File: config.mk
export PLATFORM = sky130hd
export DESIGN_NAME = hcv_top
export DESIGN_NICKNAME = d
export VERILOG_FILES = /design/src/rtl/hcv_pkg.sv /design/src/rtl/hcv_rst_merge.sv /design/src/rtl/hcv_overrun.sv /design/src/rtl/hcv_cmd_flag.sv /design/src/rtl/hcv_vec_store.sv /design/src/rtl/hcv_top.sv
export SDC_FILE = /design/constraint.sdc
export NUM_CORES = 1
export LEC_CHECK = 0
export BUFFER_PORTS_ARGS = -buffer_cell sky130_fd_sc_hd__buf_2
export CORE_AREA = 2 2 39 41
export DETAILED_ROUTE_END_ITERATION = 16
export DIE_AREA = 0 0 41 43
export PLACE_DENSITY = 0.69
export SETUP_SLACK_MARGIN = 0.5
export SYNTH_ARGS = -nofsm -noshare
export SYNTH_HDL_FRONTEND = slang
export SYNTH_SLANG_ARGS = --single-unit
export TNS_END_PERCENT = 1
File: constraint.sdc
create_clock -name clk -period 1.25 [get_ports clk]
set_input_delay 0.0625 -clock clk [delete_from_list [all_inputs] [get_ports clk]]
set_output_delay 0.0625 -clock clk [all_outputs]
set_load 0.1 [all_outputs]
File: src/rtl/hcv_pkg.sv
// Package: shared defaults for the host command vector register.
// Assumes: the vector field is narrower than the host data byte by one bit.
package hcv_pkg;
    localparam int          HCV_VEC_W_DEF = 7;
    localparam logic [6:0]  HCV_RST_VEC_DEF = 7'h32;
endpackage

File: src/rtl/hcv_rst_merge.sv
// Module: folds the four reset sources into one active-high synchronous reset.
// Assumes: every source is synchronous to clk; the hardware reset is active low.
module hcv_rst_merge (
    input  logic rst_n,
    input  logic sw_rst,
    input  logic ind_rst,
    input  logic stop_rst,
    output logic rst_any
);
    // Purpose: any single source resets the whole block.
    always_comb begin
        rst_any = !rst_n || sw_rst || ind_rst || stop_rst;
    end
endmodule

File: src/rtl/hcv_overrun.sv
// Module: accepts or drops host writes and keeps the sticky overrun error.
// Assumes: req_flag is the registered request flag (value before this edge).
module hcv_overrun (
    input  logic clk,
    input  logic rst_any,
    input  logic wr_en,
    input  logic req_flag,
    input  logic clr,
    output logic wr_accept,
    output logic ovr
);
    logic wr_blocked;

    // Purpose: a write is taken only while no command is outstanding.
    always_comb begin
        wr_accept  = wr_en && !req_flag;
        wr_blocked = wr_en && req_flag;
    end

    // Purpose: set on a blocked write (wins over clear), drop on the clear strobe.
    always_ff @(posedge clk) begin
        if (rst_any)         ovr <= 1'b0;
        else if (wr_blocked) ovr <= 1'b1;
        else if (clr)        ovr <= 1'b0;
    end

    assert_ovr_sticky_R8: assert property (@(posedge clk) disable iff (rst_any)
        (ovr && !clr) |=> ovr);
    assert_ovr_on_block_R7: assert property (@(posedge clk) disable iff (rst_any)
        (wr_en && req_flag) |=> ovr);
endmodule

File: src/rtl/hcv_cmd_flag.sv
// Module: the request flag, set by an accepted host write, cleared by core acknowledge.
// Assumes: ack is a single-cycle pulse; wr_accept never rises while the flag is set.
module hcv_cmd_flag (
    input  logic clk,
    input  logic rst_any,
    input  logic wr_accept,
    input  logic wr_req_bit,
    input  logic ack,
    output logic flag
);
    // Purpose: track the request from host write until core acceptance.
    always_ff @(posedge clk) begin
        if (rst_any)              flag <= 1'b0;
        else if (wr_accept)       flag <= wr_req_bit;
        else if (ack && flag)     flag <= 1'b0;
    end

    assert_ack_clears_R3: assert property (@(posedge clk) disable iff (rst_any)
        (flag && ack) |=> !flag);
    assert_set_on_write_R2: assert property (@(posedge clk) disable iff (rst_any)
        (wr_accept && wr_req_bit) |=> flag);
    assert_idle_ack_R9: assert property (@(posedge clk) disable iff (rst_any)
        (!flag && ack && !wr_accept) |=> !flag);
endmodule

File: src/rtl/hcv_vec_store.sv
// Module: holds the vector number and forms the doubled routine address.
// Assumes: writes reach here only when accepted; RST_VEC fits in VEC_W bits.
module hcv_vec_store #(
    parameter int              VEC_W   = hcv_pkg::HCV_VEC_W_DEF,
    parameter logic [VEC_W-1:0] RST_VEC = hcv_pkg::HCV_RST_VEC_DEF,
    localparam int             ADDR_W  = VEC_W + 1
) (
    input  logic              clk,
    input  logic              rst_any,
    input  logic              wr_accept,
    input  logic [VEC_W-1:0]  wr_vec,
    output logic [VEC_W-1:0]  vec,
    output logic [ADDR_W-1:0] addr
);
    // Purpose: latch the vector on an accepted write, reload default on reset.
    always_ff @(posedge clk) begin
        if (rst_any)        vec <= RST_VEC;
        else if (wr_accept) vec <= wr_vec;
    end

    // Purpose: routine address is the vector shifted left by one.
    always_comb begin
        addr = {vec, 1'b0};
    end

    assert_reset_vec_R6: assert property (@(posedge clk)
        rst_any |=> (vec == RST_VEC));
    assert_vec_hold_R7: assert property (@(posedge clk) disable iff (rst_any)
        !wr_accept |=> $stable(vec));
endmodule

File: src/rtl/hcv_top.sv
// Module: host command vector handshake register, top level.
// Assumes: single clock domain; all resets synchronous; core_ack is a one-cycle pulse.
module hcv_top #(
    parameter int VEC_W = hcv_pkg::HCV_VEC_W_DEF,
    parameter logic [VEC_W-1:0] RST_VEC = hcv_pkg::HCV_RST_VEC_DEF,
    localparam int DW = VEC_W + 1
) (
    input  logic          clk,
    input  logic          rst_n,
    input  logic          sw_rst,
    input  logic          ind_rst,
    input  logic          stop_rst,
    input  logic          host_wr_en,
    input  logic [DW-1:0] host_wdata,
    output logic [DW-1:0] host_rdata,
    output logic          ovr_err,
    input  logic          ovr_clr,
    output logic          core_req,
    output logic          core_pend,
    output logic [DW-1:0] core_vec_addr,
    input  logic          core_ack
);
    logic             rst_any;
    logic             wr_accept;
    logic             flag;
    logic [VEC_W-1:0] vec;

    hcv_rst_merge u_rst (
        .rst_n(rst_n), .sw_rst(sw_rst), .ind_rst(ind_rst),
        .stop_rst(stop_rst), .rst_any(rst_any)
    );

    hcv_overrun u_ovr (
        .clk(clk), .rst_any(rst_any), .wr_en(host_wr_en), .req_flag(flag),
        .clr(ovr_clr), .wr_accept(wr_accept), .ovr(ovr_err)
    );

    hcv_cmd_flag u_flag (
        .clk(clk), .rst_any(rst_any), .wr_accept(wr_accept),
        .wr_req_bit(host_wdata[DW-1]), .ack(core_ack), .flag(flag)
    );

    hcv_vec_store #(.VEC_W(VEC_W), .RST_VEC(RST_VEC)) u_vec (
        .clk(clk), .rst_any(rst_any), .wr_accept(wr_accept),
        .wr_vec(host_wdata[VEC_W-1:0]), .vec(vec), .addr(core_vec_addr)
    );

    // Purpose: present register image to the host and status to the core.
    always_comb begin
        host_rdata = {flag, vec};
        core_req   = flag;
        core_pend  = flag;
    end

    assert_addr_even_R4: assert property (@(posedge clk) disable iff (rst_any)
        core_vec_addr[DW-1:1] == host_rdata[VEC_W-1:0]);
    assert_dropped_write_R11: assert property (@(posedge clk) disable iff (rst_any)
        (host_wr_en && core_req && core_ack) |=> (!core_req && ovr_err));
endmodule

### Word-level counts from Yosys, hierarchy flattened

Index checks and enable logic that the tools add are counted.

* bits in registers: 9
* bits of input ports: 16
* output and inout bits: 19
* logic and storage cells: 17

* mux-type cells: 4
* reduce and logical (&&, ||, !) cells: 10

Operators with widths (count)
* 1-bit two-way mux: 4
* 2-bit nonzero test: 2
* 1-bit logical AND: 3
* 1-bit logical OR: 3
* 1-bit logical NOT: 2

### Longest topological paths before layout

Gate-level depths: netlist of the first run.

* depth after elaboration: 4
* gate-level depth with buffers: 4

### Cells and area by module

Synthesis of the first run repeated with hierarchy kept, for this count alone.

* cells, all modules: 43
* area total of the unflattened synthesis: 430.4 µm²

By module, submodules not included
* hcv_vec_store: instances 1, cells an instance 31, area an instance 322.8 µm²
* hcv_overrun: instances 1, cells an instance 5, area an instance 45.0 µm²
* hcv_cmd_flag: instances 1, cells an instance 4, area an instance 37.5 µm²
* hcv_top: instances 1, cells an instance 2, area an instance 15.0 µm²
* hcv_rst_merge: instances 1, cells an instance 1, area an instance 10.0 µm²

### Worst setup path before layout of the first run

OpenSTA, ideal clock, no wires.

* path kind: flip-flop to flip-flop
* from: register u_flag.flag
* to: register u_vec.vec[0]
* library setup time: 0.067 ns
* data arrival time: 1.548 ns
* data required time: 1.183 ns
* setup slack: -0.365 ns
* stages on the path, launching flop included: 4
* buffers on the path: 0
* period minus slack after synthesis: 1.615 ns
* cells stage by stage: dfxtp_1 nand2b_1 nand2_1 a21oi_2

* longest elaborated chain between the ends: 2

RTL lines
* from (decl): line hcv_cmd_flag.sv:9 `output logic flag`
* from (signal assigned): line hcv_cmd_flag.sv:14 `else if (wr_accept) flag <= wr_req_bit;`
* 1-bit logical NOT: line hcv_overrun.sv:16 `wr_accept = wr_en && !req_flag;`
* 1-bit logical AND: line hcv_overrun.sv:16
* to (signal assigned): line hcv_vec_store.sv:18 `else if (wr_accept) vec <= wr_vec;`
* to (decl): line hcv_vec_store.sv:12 `output logic [VEC_W-1:0] vec,`

Every way passes these cells.
A chain may end at the register's enable or synchronous reset.

### Final worst setup path of the first run

* from: register u_flag.flag
* to: register u_vec.vec[1]

The elaborated chain is that of the path after synthesis.

==> results of run 1 <==
[cells in the mapped netlist]
library cell and instances:
nor2b_1 2, or4b_1 1, dfxtp_1 9, nand2b_1 2
nand2_1 15, a21oi_1 1, nor4b_1 1, nand3_1 3
conb_1 1, clkbuf_1 1, a21oi_2 5, buf_4 11
nor2_2 1
[path summary, 6_finish.rpt]
kind	end	cells after the start	from
min reg2reg	u_ovr.ovr$_SDFFE_PP0P_	2	u_ovr.ovr$_SDFFE_PP0P_
min	u_vec.vec[5]$_SDFFE_PP1P_	3	host_wdata[5]
max reg2reg	u_vec.vec[1]$_SDFFE_PP1P_	4	u_flag.flag$_SDFFE_PP0P_
max	u_vec.vec[1]$_SDFFE_PP1P_	4	u_flag.flag$_SDFFE_PP0P_
[metal layers]
layer,global-route usage [%],up-vias,wire length [µm]
li1,-,211,-
met1,14.0,193,360
met2,22.8,22,547
met3,6.28,2,72
met4,14.0,0,19
met5,0,-,0
[final cells by class]
class,count,area (µm²),share of cell area [%]
clock buffers,4,26.3,3.49
multi-input cells,32,188,24.9
flip-flops and latches,9,211,28.1
well taps,16,20.0,2.66
repair buffers,34,308,40.9
[report_power, final]
part | total [mW] | leakage (nW) | switching [mW] | internal [mW]
clock network | 0.218 | 0.0150 | 0.0950 | 0.123
registers | 0.279 | 0.0770 | 0.00421 | 0.275
logic | 0.136 | 0.231 | 0.0917 | 0.0442
[cell usage in the layout, fill, tap and decap left out, drive strengths merged]
| cell | count |
|---|---|
| buf | 34 |
| nand2 | 15 |
| dfxtp | 9 |
| a21oi | 6 |
| clkbuf | 4 |
| nand3 | 3 |
| nor2b | 2 |
| nand2b | 2 |
| nor4b | 1 |
| or4b | 1 |
| nor2 | 1 |
| conb | 1 |
[worst register-to-register path, cell delays in order, from the launching register on]
cell	delay (ps)
dfxtp_4	410
nor2b_1	60
buf_4	160
nand2_1	70
nand3_1	70
[per-stage QoR]
stage	utilization (%)	cells	area (µm²)	setup WS [ps]
6_report	54.4	95	753	324
3_5_place_dp	42.6	91	589	134
2_1_floorplan	-	53	484	200
4_1_cts	54.2	95	751	310
5_1_grt	54.4	95	753	253
3_3_place_gp	42.6	91	589	154
[timing repair]
| item | 4_1_cts | 5_1_grt |
|---|---|---|
| setup endpoints to repair | 27 | 27 |
| resized for setup | 41 | 1 |
| cloned | 0 | 0 |
[cell families after synthesis]
family | count (synthesis) | synth area share (%)
buffers and inverters | 12 | 19.6
other | 1 | 0.851
AOI/OAI and AO/OA | 6 | 11.1
DFF | 9 | 40.9
and+or+nand+nor | 25 | 27.6
[state kept, by name (all words and copies together) (netlist names)]
register and count:
u_ovr.ovr 1, u_flag.flag 1, u_vec.vec 7
==> run_results.csv, run 1 <==
group,metric,value,unit
global_routing,grt.total_usage,15.0,%
flow_run,maxCapViolations,0,
global_routing,grt.overflow.total,0,
route,vias,428,
route,wl_per_cell,10.5,µm
logic_synthesis,synthCells,53,
global_routing,grt_pass1_wl,1.62,mm
route,drt_iter0_drc,2,
sta,period_share,74.1,%
floorplan,rows,14,
logic_synthesis,synth_top_area_share,40.9,%
global_routing,antenna_found_initial,0,
sta,maxSlewViolCount,0,
worst_setup_path,cp_num_buf_inv,1,
worst_setup_path,cp-start-kind,"flop",
floorplan,die_x,41,µm
worst_setup_path,endpoint_kind,"flop",
worst_hold_path,hold_path_class,"input port to flop",
sta,hold_ws,10.4,ps
worst_setup_path,max_stage_delay,410,ps
finish,area_growth,71.0,%
worst_setup_path,regToRegSetupSlack,320,ps
sta,relSlewSlack,62.4,%
finish,fillCellCount,141,
pwr,vdd_drop_max,376,µV
clock_network,h-tree-depth,1,
clock_network,ctsLongestPathBuffers,2,
placed_design,post-dp-hpwl,751,µm
worst_setup_path,slowest_stage,"dfxtp_4",
clock_network,ctsHoldBuffers,0,
floorplan,ioPinCount,35,
logic_synthesis,synth_warnings,0,
worst_setup_path,crit_chain,"nor2b_1, buf_4, nand2_1, nand3_1",
logic_synthesis,synth_area_leaders,"dfxtp_1 (41%), buf_4 (19%), nand2_1 (13%)",
logic_synthesis,syn_area,440,µm²
floorplan,initial_core_util,31.8,%
pwr,p_leak,0.323,nW
sta,finalSetupViolCount,0,
pwr,p_total,633,µW
clock_network,cts_setup_buffers,0,
route,drtPass1Iterations,2,
worst_setup_path,worstPathRequired,1360,ps
clock_network,path_clk_slew,60,ps
sta,rsz0062_at_grt,"true",
clock_network,cts_tree,"yes",
pwr,power_density,840,mW/mm²
placed_design,routabilityCongestion,0.580,
floorplan,die_h,43,µm
sta,setup-tns-final,0,ps
placed_design,io_buffers,33,
route,via_per_inst,4.51,
clock_network,cts_sinks,9,
sta,skew,1.75,ps
worst_setup_path,critPathMaxFanout,8,
sta,timing.fmax,1080,MHz
clock_network,cts_buffers,3,
logic_synthesis,synth_top_area_cell,"dfxtp_1",
finish,fin_nets,96,
floorplan,die_area,0.00176,mm²
clock_network,cts-root-buf,"clkbuf_4",
logic_synthesis,seq_area_frac_synth,40.9,%
route,drc,0,
worst_setup_path,critPathKind,"flop to flop",
floorplan,core-area,0.00138,mm²
global_routing,grt_max_degree,9,
logic_synthesis,synth_cell_types,13,
sta,worst_pin_slew,556,ps
route,drt-total-wl,1.00,mm
worst_setup_path,crit_arrival,1030,ps
worst_setup_path,crit_family,"flip-flops",
status,outcome,"completed",
finish,layout-drive-gt1-share,69.6,%
route,detail-route-antenna-nets,0,
logic_synthesis,synth_nets,69,
sta,final_period_minus_worst_setup_slack,926,ps
global_routing,grt_pass1_vias,408,
finish,insertedDiodeCount,0,
sta,hold_violations,0,
clock_network,insertion_delay,260,ps
logic_synthesis,yosys_register_bits,9,
logic_synthesis,syn_avg_cell_area,8.31,µm²
Note: power is estimated with default switching activity, not from simulation.
==> inputs of run 2 (changes only) <==
--- a/config.mk
+++ b/config.mk
@@ -5,11 +5,12 @@
 export SDC_FILE = /design/constraint.sdc
 export NUM_CORES = 1
 export LEC_CHECK = 0
+export ABC_AREA = 1
 export BUFFER_PORTS_ARGS = -buffer_cell sky130_fd_sc_hd__buf_2
 export CORE_AREA = 2 2 39 41
 export DETAILED_ROUTE_END_ITERATION = 16
 export DIE_AREA = 0 0 41 43
-export PLACE_DENSITY = 0.69
+export PLACE_DENSITY = 0.73
 export SETUP_SLACK_MARGIN = 0.5
 export SYNTH_ARGS = -nofsm -noshare
 export SYNTH_HDL_FRONTEND = slang
==> constraint.sdc (replaced) <==
create_clock -name clk -period 0.9 [get_ports clk]
set_input_delay 0.045 -clock clk [delete_from_list [all_inputs] [get_ports clk]]
set_output_delay 0.045 -clock clk [all_outputs]
set_load 0.1 [all_outputs]
==> run_results.csv, run 2 <==
group,metric,value,unit
logic_synthesis,synth_area_leaders,"dfxtp_1 (37%), buf_4 (17%), nand2_1 (11%)",
worst_hold_path,min_path_cells,3,
logic_synthesis,synth_cell_types,13,
clock_network,path_clk_slew,60,ps
sta,final_period_minus_worst_setup_slack,951,ps
route,drc,0,
sta,hold_violations,1,
logic_synthesis,synth_warnings,0,
worst_setup_path,endpoint_kind,"primary output",
global_routing,grt_pass1_vias,489,
finish,largest_reg_flops,7,
floorplan,die_x,41,µm
route,wl_per_cell,11.1,µm
finish,final_common_cell,"buf_12",
finish,fillCellCount,112,
pwr,p_leak,0.439,nW
sta,period_share,106,%
finish,final_util,69.0,%
finish,final_cell_mix,"buf_12 (18), buf_2 (15), nand2_1 (12)",
floorplan,core-area,0.00138,mm²
floorplan,die_h,43,µm
sta,finalSetupViolCount,7,
route,drt_iter0_drc,8,
logic_synthesis,syn_area,487,µm²
sta,hold_ws,-2.00,ps
worst_setup_path,regToRegSetupSlack,-10,ps
logic_synthesis,synth_top_family_by_area,"simple AND/OR/NAND/NOR gates",
logic_synthesis,synth-adder-area-share,0,%
worst_setup_path,critPathKind,"flop to primary output",
pwr,p_total,918,µW
clock_network,h-tree-depth,1,
logic_synthesis,syn_avg_cell_area,7.37,µm²
sta,timing.fmax,1050,MHz
finish,regMostFlops,"u_vec.vec",
global_routing,antenna_found_initial,0,
finish,layout-drive-gt1-share,64.9,%
logic_synthesis,synthMuxAreaShare,0,%
status,outcome,"finished, violations left",
worst_hold_path,hold_path_class,"input port to flop",
route,detail-route-antenna-nets,0,
global_routing,grt_max_degree,9,
clock_network,cts_sinks,9,
logic_synthesis,synth_nets,82,
placed_design,place_inst,105,
logic_synthesis,yosys_register_bits,9,
route,via_per_inst,4.52,
worst_setup_path,r2r_end,"u_vec.vec[4]$_SDFFE_PP1P_",
logic_synthesis,synth_top_flop_cell,"dfxtp_1",
global_routing,grt.total_usage,17.2,%
floorplan,die_area,0.00176,mm²
clock_network,cts-root-buf,"clkbuf_4",
logic_synthesis,synth_top_area_share,37.0,%
floorplan,initial_core_util,35.2,%
finish,final_cell_count_no_fill,110,
placed_design,post-dp-hpwl,1.02,mm
pwr,power_density,961,mW/mm²
pwr,vdd_drop_max,706,µV
worst_hold_path,hold_start,"host_wdata[5]",
worst_setup_path,reg2reg_depth,5,
logic_synthesis,synth-xor-area-share,0,%
placed_design,io_buffers,33,
finish,insertedDiodeCount,0,
logic_synthesis,synth_top_area_cell,"dfxtp_1",
clock_network,ctsLongestPathBuffers,2,
placed_design,routabilityCongestion,0.696,
logic_synthesis,seq_area_frac_synth,37.0,%
sta,rsz0062_at_grt,"true",
logic_synthesis,async_reset_ff_share,0,%
status,violations,"hold timing, setup timing",
flow_run,maxCapViolations,0,
route,drt-total-wl,1.22,mm
worst_setup_path,critPathMaxFanout,4,
finish,top_regs,"u_vec.vec x7, u_flag.flag x1, u_ovr.ovr x1",
global_routing,grt_pass1_wl,1.99,mm
clock_network,cts_buffers,3,
finish,area_growth,96.1,%
clock_network,insertion_delay,250,ps
logic_synthesis,synth_simple_gate_area_share,30.1,%
worst_setup_path,cp-start-kind,"flop",
floorplan,rows,14,
global_routing,grt.overflow.total,0,
sta,final.setup.worst_slack,-51.1,ps
logic_synthesis,synth.most_common_cell,"nand2_1",
route,vias,497,
route,drtPass1Iterations,2,
logic_synthesis,synthCells,66,
logic_synthesis,synth.top_cells.by_count,"nand2_1 (14), buf_4 (11), dfxtp_1 (9)",
clock_network,cts_tree,"yes",
sta,skew,1.15,ps
worst_setup_path,rr_startpoint,"u_flag.flag$_SDFFE_PP0P_",
worst_hold_path,min_to,"u_vec.vec[5]$_SDFFE_PP1P_",
sta,setup-tns-final,-201,ps
sta,maxSlewViolCount,0,
worst_setup_path,crit_arrival,910,ps
floorplan,ioPinCount,35,
worst_setup_path,worstPathRequired,850,ps
finish,fin_nets,111,
logic_synthesis,synth_compound_area_share,8.23,%
logic_synthesis,synth_edf_count,0,
## run 2: worst max-delay path: stages, from the launching register on
cell     delay (ps)
dfxtp_4         350
buf_6           130
buf_12          170
## run 2: worst max path at each step
stage	from	end	slack [ps]	depth (start not counted)
2_1_floorplan	u_flag.flag$_SDFFE_PP0P_	u_vec.vec[0]$_SDFFE_PP0P_	-70	4
3_3_place_gp	u_flag.flag$_SDFFE_PP0P_	u_vec.vec[1]$_SDFFE_PP1P_	130	4
3_5_place_dp	u_flag.flag$_SDFFE_PP0P_	u_vec.vec[5]$_SDFFE_PP1P_	100	4
4_1_cts	u_flag.flag$_SDFFE_PP0P_	core_pend	-60	2
5_1_grt	u_flag.flag$_SDFFE_PP0P_	core_pend	-80	2
6_report	u_flag.flag$_SDFFE_PP0P_	core_pend	-50	2
## run 2: area by class of cell
type	instances	area, µm²	share of cell area (%)
clock buffers	4	26.3	2.75
inverters	9	38.8	4.06
multi-input cells	37	204	21.4
flip-flops and latches	9	211	22.1
well taps	16	20.0	2.10
repair buffers	35	454	47.6
## run 2: stage by stage
| stage | worst slack, ps | cell area, µm² |
|---|---|---|
| floorplan | -69.4 | 520 |
| global placement | 128 | 901 |
| detailed placement | 100 | 901 |
| CTS | -60.1 | 938 |
| global route | -81.3 | 955 |
| finish | -51.1 | 955 |
## run 2: logic make-up after synthesis
logic type             Yosys count
AND/OR/NAND/NOR                 31
flip-flops                       9
other                            1
buffers and inverters           20
AO/OA/AOI/OAI                    5
## run 2: power by group
part	total (mW)	internal (mW)	leakage, nW	switching (mW)
clock	0.306	0.171	0.0150	0.136
sequential	0.390	0.382	0.0770	0.00787
combinational	0.222	0.0789	0.347	0.143
## run 2: timing repair
action	CTS	global route
setup buffers	1	0
setup endpoints to repair	27	27
pin swaps	1	1
gates resized for setup	1	4
hold endpoints to repair	1	0
## run 2: metal layers
layer / share of wire (%) / global-route usage (%) / wire [µm] / vias to the layer above
met2: 60 / 30.3 / 738 / 20
met4: 2.7 / 12.0 / 33 / 0
met5: 0 / 0 / 0 / -
li1: - / - / - / 247
met1: 32 / 16.2 / 390 / 226
met3: 5.0 / 3.14 / 61 / 4
==> inputs of run 3 (changes only) <==
--- a/config.mk
+++ b/config.mk
@@ -6,7 +6,7 @@
 export NUM_CORES = 1
 export LEC_CHECK = 0
 export ABC_AREA = 1
-export BUFFER_PORTS_ARGS = -buffer_cell sky130_fd_sc_hd__buf_2
+export BUFFER_PORTS_ARGS = -buffer_cell sky130_fd_sc_hd__clkbuf_2
 export CORE_AREA = 2 2 39 41
 export DETAILED_ROUTE_END_ITERATION = 16
 export DIE_AREA = 0 0 41 43
==> run_results.csv, run 3 (synthesis results as in run 2) <==
group,metric,value,unit
finish,insertedDiodeCount,0,
floorplan,die_x,41,µm
flow_run,maxCapViolations,0,
clock_network,cts-root-buf,"clkbuf_4",
finish,largest_reg_flops,7,
global_routing,grt_max_degree,9,
pwr,vdd_drop_max,677,µV
sta,rsz0062_at_grt,"true",
route,via_per_inst,4.56,
finish,fin_nets,112,
global_routing,grt_pass1_wl,2.10,mm
worst_setup_path,cp-start-kind,"flop",
placed_design,place_ws,104,ps
finish,area_growth,98.7,%
floorplan,initial_core_util,35.2,%
sta,skew,3.31,ps
placed_design,dpl_cell_area,901,µm²
clock_network,insertion_delay,260,ps
route,detail-route-antenna-nets,0,
floorplan,die_area,0.00176,mm²
finish,regMostFlops,"u_vec.vec",
clock_network,cts_tree,"yes",
sta,hold_ws,-2.43,ps
global_routing,grt.overflow.total,0,
worst_hold_path,hold_path_class,"input port to flop",
route,drtPass1Iterations,4,
status,outcome,"finished, violations left",
clock_network,path_clk_slew,60,ps
sta,final_period_minus_worst_setup_slack,952,ps
global_routing,antenna_found_initial,0,
route,wl_per_cell,11.1,µm
pwr,power_density,961,mW/mm²
finish,final_cell_count_no_fill,111,
status,violations,"hold timing, setup timing",
clock_network,ctsLongestPathBuffers,2,
sta,hold_violations,1,
worst_setup_path,critPathKind,"flop to primary output",
worst_setup_path,crit_arrival,910,ps
placed_design,place_inst,105,
route,drt_iter0_drc,4,
sta,finalSetupViolCount,3,
worst_setup_path,crit_chain,"buf_6, buf_12",
clock_network,h-tree-depth,1,
pwr,p_leak,0.449,nW
sta,maxSlewViolCount,0,
finish,layout-drive-gt1-share,66.3,%
pwr,p_total,930,µW
floorplan,die_h,43,µm
sta,period_share,106,%
worst_setup_path,cp_num_buf_inv,2,
finish,final_cell_mix,"buf_12 (18), clkbuf_2 (15), nand2_1 (11)",
route,drc,0,
placed_design,io_buffers,33,
finish,fin_area,967,µm²
global_routing,grt_pass1_vias,521,
finish,final_common_cell,"buf_12",
worst_setup_path,endpoint_kind,"primary output",
floorplan,rows,14,
sta,timing.fmax,1050,MHz
placed_design,routabilityCongestion,0.658,
route,drt-total-wl,1.23,mm
sta,final.setup.worst_slack,-52.2,ps
worst_setup_path,max_stage_delay,350,ps
worst_setup_path,worstPathRequired,850,ps
floorplan,core-area,0.00138,mm²
finish,top_regs,"u_vec.vec x7, u_flag.flag x1, u_ovr.ovr x1",
worst_setup_path,slowest_stage,"dfxtp_4",
global_routing,grt.total_usage,17.9,%
worst_setup_path,critPathMaxFanout,4,
clock_network,cts_sinks,9,
route,vias,506,
placed_design,post-dp-hpwl,994,µm
clock_network,cts_buffers,3,
worst_setup_path,crit_family,"flip-flops",
floorplan,ioPinCount,35,
## run 3: changes by cell type in the layout (fill, tap and decap cells not counted)
cell	previous run	this run
inv_6	1	0
buf_4	1	2
buf_2	15	0
nand2_2	6	7
nand2_1	12	11
inv_8	0	1
clkbuf_2	0	15
## run 3: timing repair
item | CTS | global route
hold endpoints to repair | 2 | 0
pin swaps | 3 | 2
setup buffers | 2 | 0
gates resized for setup | 6 | 1
setup endpoints to repair | 27 | 27
gates cloned | 0 | 0
## run 3: final timing paths
path                                               start                         to  slack, ps  depth (start not counted)
worst max-delay path            u_flag.flag$_SDFFE_PP0P_              host_rdata[7]        -50                          2
worst max register to register  u_flag.flag$_SDFFE_PP0P_  u_vec.vec[5]$_SDFFE_PP1P_          0                          5
worst min-delay path                       host_wdata[4]  u_vec.vec[4]$_SDFFE_PP1P_         -2                          3
worst min register to register    u_ovr.ovr$_SDFFE_PP0P_     u_ovr.ovr$_SDFFE_PP0P_        480                          2
## run 3: worst min-delay path: stages
cell	delay, ps
clkbuf_2	80
nand2_1	40
nand3_1	60
## run 3: report_power, final
| group | total (mW) | switching, mW | leakage (nW) | internal, mW |
|---|---|---|---|---|
| Clock | 0.317 | 0.146 | 0.0150 | 0.171 |
| Sequential | 0.390 | 0.00796 | 0.0770 | 0.382 |
| Combinational | 0.223 | 0.143 | 0.357 | 0.0798 |
## run 3: final cells by class
| cell class | count | area, µm² |
|---|---|---|
| clock buffer | 4 | 26.3 |
| fill | 104 | 417 |
| inverter | 9 | 41.3 |
| multi-input combinational | 37 | 206 |
| sequential | 9 | 211 |
| tap | 16 | 20.0 |
| timing repair buffer | 36 | 462 |
## run 3: through the flow
| stage | util (%) | setup TNS (ps) | hold slack [ps] |
|---|---|---|---|
| CTS | 69.7 | -212 | -6.74 |
| detailed placement | 65.1 | 0 | 268 |
| global route | 69.9 | -527 | 11.1 |
| floorplan | - | -684 | 170 |
| finish | 69.9 | -152 | -2.43 |
| global placement | 65.1 | 0 | 262 |
## run 3: layer usage
layer	up-vias	GRT usage, %	share of wire (%)
met2	20	30.6	61
met1	235	19.2	34
met3	0	3.14	5.4
met4	0	10.0	0
li1	251	-	-
met5	-	0	0
